<file path="src/rtl/ssb_pkg.sv">
package ssb_pkg;
  // Strobes issued by control to the datapath each cycle.
  typedef struct packed {
    logic clr;       // synchronous clear
    logic push;      // store pushData
    logic pop;       // remove head sample
    logic drop;      // push discarded
    logic underrun;  // empty-queue read
    logic seqStep;   // advance replay position
    logic deliver;   // latch served byte as last value
  } ssbStrobes_t;
endpackage

</file>
<file path="src/rtl/ssb_satcnt.sv">
module ssb_satcnt #(
  parameter int W = 8
) (
  input  logic         clk,
  input  logic         rstN,
  input  logic         clr,
  input  logic         inc,
  output logic [W-1:0] cnt
);
  localparam logic [W-1:0] MAX = '1;

  always_ff @(posedge clk or negedge rstN) begin
    if (!rstN)                    cnt <= '0;
    else if (clr)                 cnt <= '0;
    else if (inc && cnt != MAX)   cnt <= cnt + 1'b1;
  end
endmodule

</file>
<file path="src/rtl/ssb_ctrl.sv">
module ssb_ctrl
  import ssb_pkg::*;
(
  input  logic        clear,
  input  logic        seqMode,
  input  logic        pushValid,
  input  logic        readStrobe,
  input  logic        isEmpty,
  input  logic        isFull,
  output ssbStrobes_t strb
);
  logic fifoRead;

  always_comb begin
    fifoRead      = readStrobe && !seqMode && !clear;
    strb.clr      = clear;
    strb.pop      = fifoRead && !isEmpty;
    strb.underrun = fifoRead && isEmpty;
    // A pop in the same cycle frees a slot, so a full queue still accepts.
    strb.push     = pushValid && !clear && (!isFull || strb.pop);
    strb.drop     = pushValid && !clear && isFull && !strb.pop;
    strb.seqStep  = readStrobe && seqMode && !clear;
    strb.deliver  = readStrobe && !clear;
  end
endmodule

</file>
<file path="src/rtl/ssb_datapath.sv">
module ssb_datapath
  import ssb_pkg::*;
#(
  parameter int                     DATA_W      = 8,
  parameter int                     DEPTH       = 16,
  parameter int                     CNT_W       = 8,
  parameter int                     SEQ_LEN     = 4,
  parameter logic [SEQ_LEN*DATA_W-1:0] SEQ_INIT = '0,
  parameter logic [DATA_W-1:0]      DEFAULT_VAL = '0,
  localparam int                    LVL_W       = $clog2(DEPTH + 1)
) (
  input  logic              clk,
  input  logic              rstN,
  input  logic              seqMode,
  input  logic [DATA_W-1:0] pushData,
  input  ssbStrobes_t       strb,
  output logic [DATA_W-1:0] readData,
  output logic [LVL_W-1:0]  fillLevel,
  output logic [LVL_W-1:0]  freeSpace,
  output logic [CNT_W-1:0]  dropCount,
  output logic [CNT_W-1:0]  underrunCount,
  output logic [DATA_W-1:0] lastValue,
  output logic              isEmpty,
  output logic              isFull
);
  localparam int PTR_W = (DEPTH > 1) ? $clog2(DEPTH) : 1;
  localparam int SEQ_W = (SEQ_LEN > 1) ? $clog2(SEQ_LEN) : 1;
  localparam logic [PTR_W-1:0] PTR_LAST = PTR_W'(DEPTH - 1);
  localparam logic [SEQ_W-1:0] SEQ_LAST = SEQ_W'(SEQ_LEN - 1);

  logic [DATA_W-1:0] store [DEPTH];
  logic [PTR_W-1:0]  wrPtr, rdPtr;
  logic [SEQ_W-1:0]  seqIdx;
  logic [DATA_W-1:0] seqVal, headVal;

  assign isEmpty   = (fillLevel == '0);
  assign isFull    = (fillLevel == LVL_W'(DEPTH));
  assign freeSpace = LVL_W'(DEPTH) - fillLevel;
  assign seqVal    = SEQ_INIT[32'(seqIdx) * DATA_W +: DATA_W];
  assign headVal   = store[rdPtr];

  always_comb begin
    if (seqMode)       readData = seqVal;
    else if (!isEmpty) readData = headVal;
    else               readData = lastValue;
  end

  always_ff @(posedge clk) begin
    if (strb.push) store[wrPtr] <= pushData;
  end

  always_ff @(posedge clk or negedge rstN) begin
    if (!rstN) begin
      wrPtr     <= '0;
      rdPtr     <= '0;
      fillLevel <= '0;
      seqIdx    <= '0;
      lastValue <= DEFAULT_VAL;
    end else if (strb.clr) begin
      wrPtr     <= '0;
      rdPtr     <= '0;
      fillLevel <= '0;
      seqIdx    <= '0;
      lastValue <= DEFAULT_VAL;
    end else begin
      if (strb.push) wrPtr <= (wrPtr == PTR_LAST) ? '0 : wrPtr + 1'b1;
      if (strb.pop)  rdPtr <= (rdPtr == PTR_LAST) ? '0 : rdPtr + 1'b1;
      case ({strb.push, strb.pop})
        2'b10:   fillLevel <= fillLevel + 1'b1;
        2'b01:   fillLevel <= fillLevel - 1'b1;
        default: fillLevel <= fillLevel;
      endcase
      if (strb.seqStep) seqIdx <= (seqIdx == SEQ_LAST) ? '0 : seqIdx + 1'b1;
      if (strb.deliver) lastValue <= readData;
    end
  end

  ssb_satcnt #(.W(CNT_W)) uDropCnt (
    .clk(clk), .rstN(rstN), .clr(strb.clr), .inc(strb.drop), .cnt(dropCount)
  );
  ssb_satcnt #(.W(CNT_W)) uUnderCnt (
    .clk(clk), .rstN(rstN), .clr(strb.clr), .inc(strb.underrun), .cnt(underrunCount)
  );
endmodule

</file>
<file path="src/rtl/sample_stream_buf.sv">
module sample_stream_buf
  import ssb_pkg::*;
#(
  parameter int                        DATA_W      = 8,
  parameter int                        DEPTH       = 16,
  parameter int                        CNT_W       = 8,
  parameter int                        SEQ_LEN     = 4,
  parameter logic [SEQ_LEN*DATA_W-1:0] SEQ_INIT    = 32'h4030_2010,
  parameter logic [DATA_W-1:0]         DEFAULT_VAL = 8'hFF,
  localparam int                       LVL_W       = $clog2(DEPTH + 1)
) (
  input  logic              clk,
  input  logic              rstN,
  input  logic              clear,
  input  logic              seqMode,
  input  logic              pushValid,
  input  logic [DATA_W-1:0] pushData,
  input  logic              readStrobe,
  output logic [DATA_W-1:0] readData,
  output logic [LVL_W-1:0]  fillLevel,
  output logic [LVL_W-1:0]  freeSpace,
  output logic [CNT_W-1:0]  dropCount,
  output logic [CNT_W-1:0]  underrunCount,
  output logic [DATA_W-1:0] lastValue
);
  ssbStrobes_t strb;
  logic        isEmpty, isFull;

  ssb_ctrl uCtrl (
    .clear(clear), .seqMode(seqMode), .pushValid(pushValid),
    .readStrobe(readStrobe), .isEmpty(isEmpty), .isFull(isFull), .strb(strb)
  );

  ssb_datapath #(
    .DATA_W(DATA_W), .DEPTH(DEPTH), .CNT_W(CNT_W), .SEQ_LEN(SEQ_LEN),
    .SEQ_INIT(SEQ_INIT), .DEFAULT_VAL(DEFAULT_VAL)
  ) uDp (
    .clk(clk), .rstN(rstN), .seqMode(seqMode), .pushData(pushData), .strb(strb),
    .readData(readData), .fillLevel(fillLevel), .freeSpace(freeSpace),
    .dropCount(dropCount), .underrunCount(underrunCount), .lastValue(lastValue),
    .isEmpty(isEmpty), .isFull(isFull)
  );
endmodule

</file>
<file path="config.mk">
export PLATFORM = sky130hd
export DESIGN_NAME = sample_stream_buf
export DESIGN_NICKNAME = d
export VERILOG_FILES = /design/src/rtl/ssb_pkg.sv /design/src/rtl/ssb_satcnt.sv /design/src/rtl/ssb_ctrl.sv /design/src/rtl/ssb_datapath.sv /design/src/rtl/sample_stream_buf.sv
export SDC_FILE = /design/constraint.sdc
export NUM_CORES = 1
export LEC_CHECK = 0
export BUFFER_PORTS_ARGS = -buffer_cell sky130_fd_sc_hd__buf_4
export CAP_MARGIN = 20
export CORE_MARGIN = 5
export CORE_UTILIZATION = 61
export CTS_CLUSTER_SIZE = 25
export DETAILED_ROUTE_END_ITERATION = 8
export GPL_TIMING_DRIVEN = 0
export PLACE_DENSITY_LB_ADDON = 0.2
export SETUP_SLACK_MARGIN = 0.5
export SYNTH_ARGS = -nofsm -noshare
export SYNTH_HDL_FRONTEND = slang
export SYNTH_SLANG_ARGS = --single-unit
export TNS_END_PERCENT = 5
</file>
<file path="constraint.sdc">
create_clock -name clk -period 7.5 [get_ports clk]
set_clock_uncertainty 0.15 [all_clocks]
set_input_delay 1.5 -clock clk [delete_from_list [all_inputs] [get_ports clk]]
set_output_delay 1.5 -clock clk [all_outputs]
set_load 0.03 [all_outputs]
</file>
# [Word-level counts from Yosys, hierarchy flattened]
# Memories as Yosys holds them, arrays and structs flattened.
# Cells that the tools add are included.
[totals] ff_bits=39 mem_bits_rw=128 inputBits=14 wordCells=73 memories=1
[memory_table] name="uDp.store" words=16 word_bits=8 read_ports=1 rd_ports_with_merged_regs=0 wr=1 line="ssb_datapath.sv:31" text="logic [DATA_W-1:0] store [DEPTH];"
[classes] addsub=8 n_eq_ne=8 shift=1 mux=21 n_reduce_logical=27
[ops] operator="8-bit two-way mux" n=8
[ops] operator="32-bit by 6-bit variable part select with 8-bit output (first input constant)" n=1
[ops] operator="4-bit two-way mux" n=6
[ops] operator="8-bit by 1-bit adder with 8-bit output (second input constant)" n=2
[ops] operator="8-bit != test (second input constant)" n=2
[ops] operator="1-bit logical AND" n=13
[ops] operator="2-bit nonzero test" n=6
[ops] operator="5-bit one-hot mux with 2 select lines" n=1
[ops] operator="4-bit by 1-bit adder with 4-bit output (second input constant)" n=2
[ops] operator="4-bit equality test (second input constant)" n=2
[ops] operator="2-bit two-way mux" n=3
[ops] operator="5-bit by 1-bit adder with 5-bit output (second input constant)" n=1
[ops] operator="5-bit equality test (second input constant)" n=1
[ops] operator="1-bit logical NOT" n=5
[ops] operator="5-bit logical NOT" n=1
[ops] operator="5-bit two-way mux" n=1
[ops] operator="5-bit by 1-bit subtractor with 5-bit output (second input constant)" n=1
[ops] operator="5-bit subtractor (first input constant)" n=1
[ops] operator="2-bit equality test (second input constant)" n=2
[ops] operator="3-bit nonzero test" n=1
[ops] operator="2-bit by 1-bit adder with 2-bit output (second input constant)" n=1
[ops] operator="2-bit by 1-bit equality test with 1-bit output (second input constant)" n=1
[ops] operator="1-bit two-way mux" n=2
[ops] operator="1-bit logical OR" n=1

# [Logic depth before layout (Yosys ltp)]
[depth] depth_word=9 mapped_depth=13 ltp_nobuf=12

# [Hierarchy]
# From an unflattened synthesis, not the netlist that was laid out.
[unflattened] cells_unflattened=511 hier_area_um2=7537.2
[modules_own_cells] module="ssb_datapath" n_inst=1 cells_each=404 area_each_um2=6536.3 seq_area_each_um2=4429.2
[modules_own_cells] module="ssb_satcnt" n_inst=2 cells_each=49 area_each_um2=464.2 seq_area_each_um2=200.2
[modules_own_cells] module="ssb_ctrl" n_inst=1 cells_each=9 area_each_um2=72.6 seq_area_each_um2=0.0

# [Worst setup path after synthesis]
# Ideal clock, no wire load.
[synth_path] path_kind="input to output" from="input seqMode" to="output readData[0]" arrival_time_ps=2687 setup_slack_ps=3163 path_stages=4 path_buffers=2 path_cell_list="clkbuf_1 buf_1 or2_2 o22ai_1"
[synth_via] elab_chain_cells=1
[synth_lines] element="start: declaration" line="sample_stream_buf.sv:15" text="input logic seqMode,"
[synth_lines] element="8-bit two-way mux" line="ssb_datapath.sv:43" text="if (seqMode) readData = seqVal;"
[synth_lines] element="end: declaration" line="sample_stream_buf.sv:19" text="output logic [DATA_W-1:0] readData,"
# No other way between the ends.

# [Worst setup path after layout]
[layout_path] from="register uDp.rdPtr[1]" to="output readData[1]"
[layout_via] elab_chain_cells=3
[layout_lines] element="start: declaration" line="ssb_datapath.sv:32" text="logic [PTR_W-1:0] wrPtr, rdPtr;"
[layout_lines] element="start signal: assignment" line="ssb_datapath.sv:67" text="if (strb.pop) rdPtr <= (rdPtr == PTR_LAST) ? '0 : rdPtr + 1'b1;"
[layout_lines] element="memory read 16 x 8 bit"
[layout_lines] element="8-bit two-way mux" line="ssb_datapath.sv:44" text="else if (!isEmpty) readData = headVal;"
[layout_lines] element="8-bit two-way mux" line="ssb_datapath.sv:43"
# No other way between the ends.

==> flow_metrics.env <==
export IMPL_status="finished clean"
export IMPL_maxSlewViolCount=0
export IMPL_grt_pass1_vias=4361
export IMPL_arrival_ns=2.95
export IMPL_antenna_found_initial=0
export IMPL_synth_adder_area_share=0.0237
export IMPL_totalWireLength_mm=15.4
export IMPL_num_io_pins=56
export IMPL_criticalPathCategory="reg2out"
export IMPL_multiInputGateArea_mm2=0.00237
export IMPL_final_nets=603
export IMPL_stdcell_count=735
export IMPL_crit_fanout=10
export IMPL_ys_flop_type="edfxtp_1"
export IMPL_yosys_area_share_simple=0.0923
export IMPL_fin_crit_sh=0.614
export IMPL_slew_limit_headroom=0.263
export IMPL_ys_types=61
export IMPL_setup_viol=0
export IMPL_grtUsageTotal=0.225
export IMPL_cts_max_level=4
export IMPL_coreArea_mm2=0.0120
export IMPL_ctsHoldBuffers=0
export IMPL_clkTransAtPathRegs_ns=0.06
export IMPL_dieArea_mm2=0.0144
export IMPL_synth_edf_count=128
export IMPL_cts_root_buf="clkbuf_16"
export IMPL_synthTopCellsByArea="edfxtp_1 (52%), dfrtp_1 (10%), mux4_2 (4.9%), mux2i_1 (3.1%), dfstp_2 (2.8%)"
export IMPL_fillers=802
export IMPL_synth_top_area_frac=0.520
export IMPL_synthXorXnorAreaFrac=0.0225
export IMPL_clock_path_buffers=2
export IMPL_synth_net_count=526
export IMPL_wire_per_inst_um=21.0
export IMPL_avgSynthCellArea_um2=14.8
export IMPL_hpwl_mm=10.7
export IMPL_cap_violations=0
export IMPL_critical_path_required_ns=5.85
export IMPL_yosysTopAreaCell="edfxtp_1"
export IMPL_fin_util=0.712
export IMPL_clockPowerShare=0.343
export IMPL_cts_sinks=167
export IMPL_overflow=0
export IMPL_ys_seq_area_frac=0.653
export IMPL_numCtsBuffers=17
export IMPL_grt_pass1_wl_mm=24.1
export IMPL_rsz0062_at_grt="false"
export IMPL_fp_dieH_um=120
export IMPL_drive_gt1_frac=0.231
export IMPL_die_width_um=120
export IMPL_place_congestion=0.855
export IMPL_ys_ff_latch=167
export IMPL_num_antenna_cells=0
export IMPL_grt_max_degree=40
export IMPL_synth_top_family_by_area="multiplexers"
export IMPL_synthArstFlopShare=0.234
export IMPL_rows=40
export IMPL_worst_slew_pin_slew_ns=1.10
export IMPL_ys_warn_count=0
export IMPL_initial_core_util=0.618
export IMPL_area_growth_syn_to_layout_pct=15.3
export IMPL_synth_compound_area_frac=0.0733
export IMPL_cts_resized=0
export IMPL_finalHoldViolations=0
export IMPL_synthMuxAreaShare=0.108
export IMPL_hp_class="reg2reg"
export IMPL_power_density_mw_per_mm2=261
export IMPL_regArea_mm2=0.00483
export IMPL_cts_setup_buffers=0
export IMPL_portBuffers=54
export IMPL_yosysMostFrequentCell="edfxtp_1"
export IMPL_firstDrtPassIters=5
export IMPL_power_switching_mw=0.614
export IMPL_worst_setup_path_end_kind="output port"
export IMPL_synthTopCellsByCount="edfxtp_1 (128), nor2_1 (43), nand2_1 (42)"
export IMPL_setup_tns_ns=0
export IMPL_max_freq_mhz=217
export IMPL_seq_power_share=0.471
export IMPL_synth_area_mm2=0.00739
export IMPL_vias=4512
export IMPL_hold_ws_ns=0.389
export IMPL_p_int_mw=1.61
export IMPL_power_frac_comb=0.187
export IMPL_drt_iter0_drc=368
export IMPL_critPathLaunchType="flip-flop"
export IMPL_dp_cells=703
export IMPL_leakagePower_nw=3.06
export IMPL_p_sw_frac=0.277
export IMPL_cts_tree="done"
export IMPL_ant_nets=0
export IMPL_avgViaCountPerCell=6.14
export IMPL_synthCells=498
export IMPL_drc=0
export IMPL_layout_min_cycle_time_ns=4.60
export IMPL_peakVddDrop_mv=0.221
export IMPL_clock_latency_ns=0.42
## power groups by stage
stage	Combinational, mW	Sequential [mW]	Clock, mW
3_5_place_dp	0.413	1.06	0
3_3_place_gp	0.404	1.06	0
4_1_cts	0.416	1.05	0.771
5_1_grt	0.444	1.05	0.818
6_report	0.415	1.05	0.761
2_1_floorplan	0.255	1.09	0
## metrics by stage
step | setup WS, ns | total power [mW] | cell area (um^2)
after global placement | 2.97 | 1.47 | 7980
after CTS | 2.90 | 2.23 | 8520
after detailed placement | 2.93 | 1.48 | 8000
after global routing | 2.78 | 2.31 | 8520
after floorplan | 3.16 | 1.34 | 7390
final | 2.90 | 2.22 | 8520
## flip-flops by register name, indices dropped and copies added, names as in the netlist
name,cells
uDp.seqIdx,2
uDp.uUnderCnt.cnt,8
uDp.rdPtr,4
uDp.uDropCnt.cnt,8
uDp.wrPtr,4
uDp.store,128
uDp.fillLevel,5
uDp.lastValue,8
## cell usage in the layout, fill, tap and decap left out, drive strengths merged, types with 3 or more instances in the layout
cell / Yosys / routed
nand2: 42 / 42
xnor2: 13 / 13
clkinv: 0 / 8
nor3b: 3 / 3
edfxtp: 128 / 128
dfrtp: 31 / 31
nand3: 10 / 10
a211oi: 3 / 3
mux4: 24 / 24
inv: 11 / 11
o21ai: 13 / 13
nor3: 12 / 12
clkinvlp: 0 / 4
o22ai: 5 / 5
dfstp: 8 / 8
ha: 14 / 14
buf: 17 / 75
a21oi: 14 / 14
o21bai: 3 / 3
nor2b: 6 / 6
nand2b: 5 / 5
a22oi: 6 / 6
a221oi: 5 / 5
nor4: 4 / 4
a22o: 6 / 6
xor2: 6 / 6
a31oi: 3 / 3
mux2i: 23 / 23
clkbuf: 11 / 31
nor2: 43 / 43
## cells by family after synthesis
family / after synthesis
muxes: 47
and+or+nand+nor: 140
buffers and inverters: 39
xor gates and xnor gates: 19
AOI/OAI and AO/OA: 72
adders and majority gates: 14
DFF: 167
## layout make-up
cell class,instances,area share
sequential,167,0.567
clock buffer,20,0.0513
buffer,28,0.0181
multi-input combinational,292,0.278
inverter,11,0.00485
clock inverter,12,0.00969
timing repair buffer,58,0.0499
tap,147,0.0216
## critical path, cell delays in order, from the launching register on
cell	delay, ns
dfrtp_1	0.37
buf_2	0.22
buf_2	0.35
buf_2	0.34
mux4_2	0.35
a221oi_1	0.52
o22ai_1	0.18
buf_4	0.20
## worst paths after layout
| path | depth (start not counted) | startpoint | to | slack, ns |
|---|---|---|---|---|
| max | 7 | uDp.rdPtr[1] | readData[1] | 2.90 |
| min in group asynchronous | 1 | rstN | uDp.uDropCnt.cnt[2] | 0.91 |
| max reg2reg | 10 | uDp.fillLevel[0] | uDp.store[7][4] | 3.64 |
| min reg2reg | 2 | uDp.lastValue[5] | uDp.lastValue[5] | 0.39 |
| max in group asynchronous | 1 | rstN | uDp.lastValue[4] | 5.93 |
| min | 2 | uDp.lastValue[5] | uDp.lastValue[5] | 0.39 |
## metal layers
layer	wire, um	GRT usage
met1	6480	0.298
met2	7600	0.361
met3	1090	0.0575
met4	276	0.0873
met5	0	0
(Power assumes the default switching activity.)
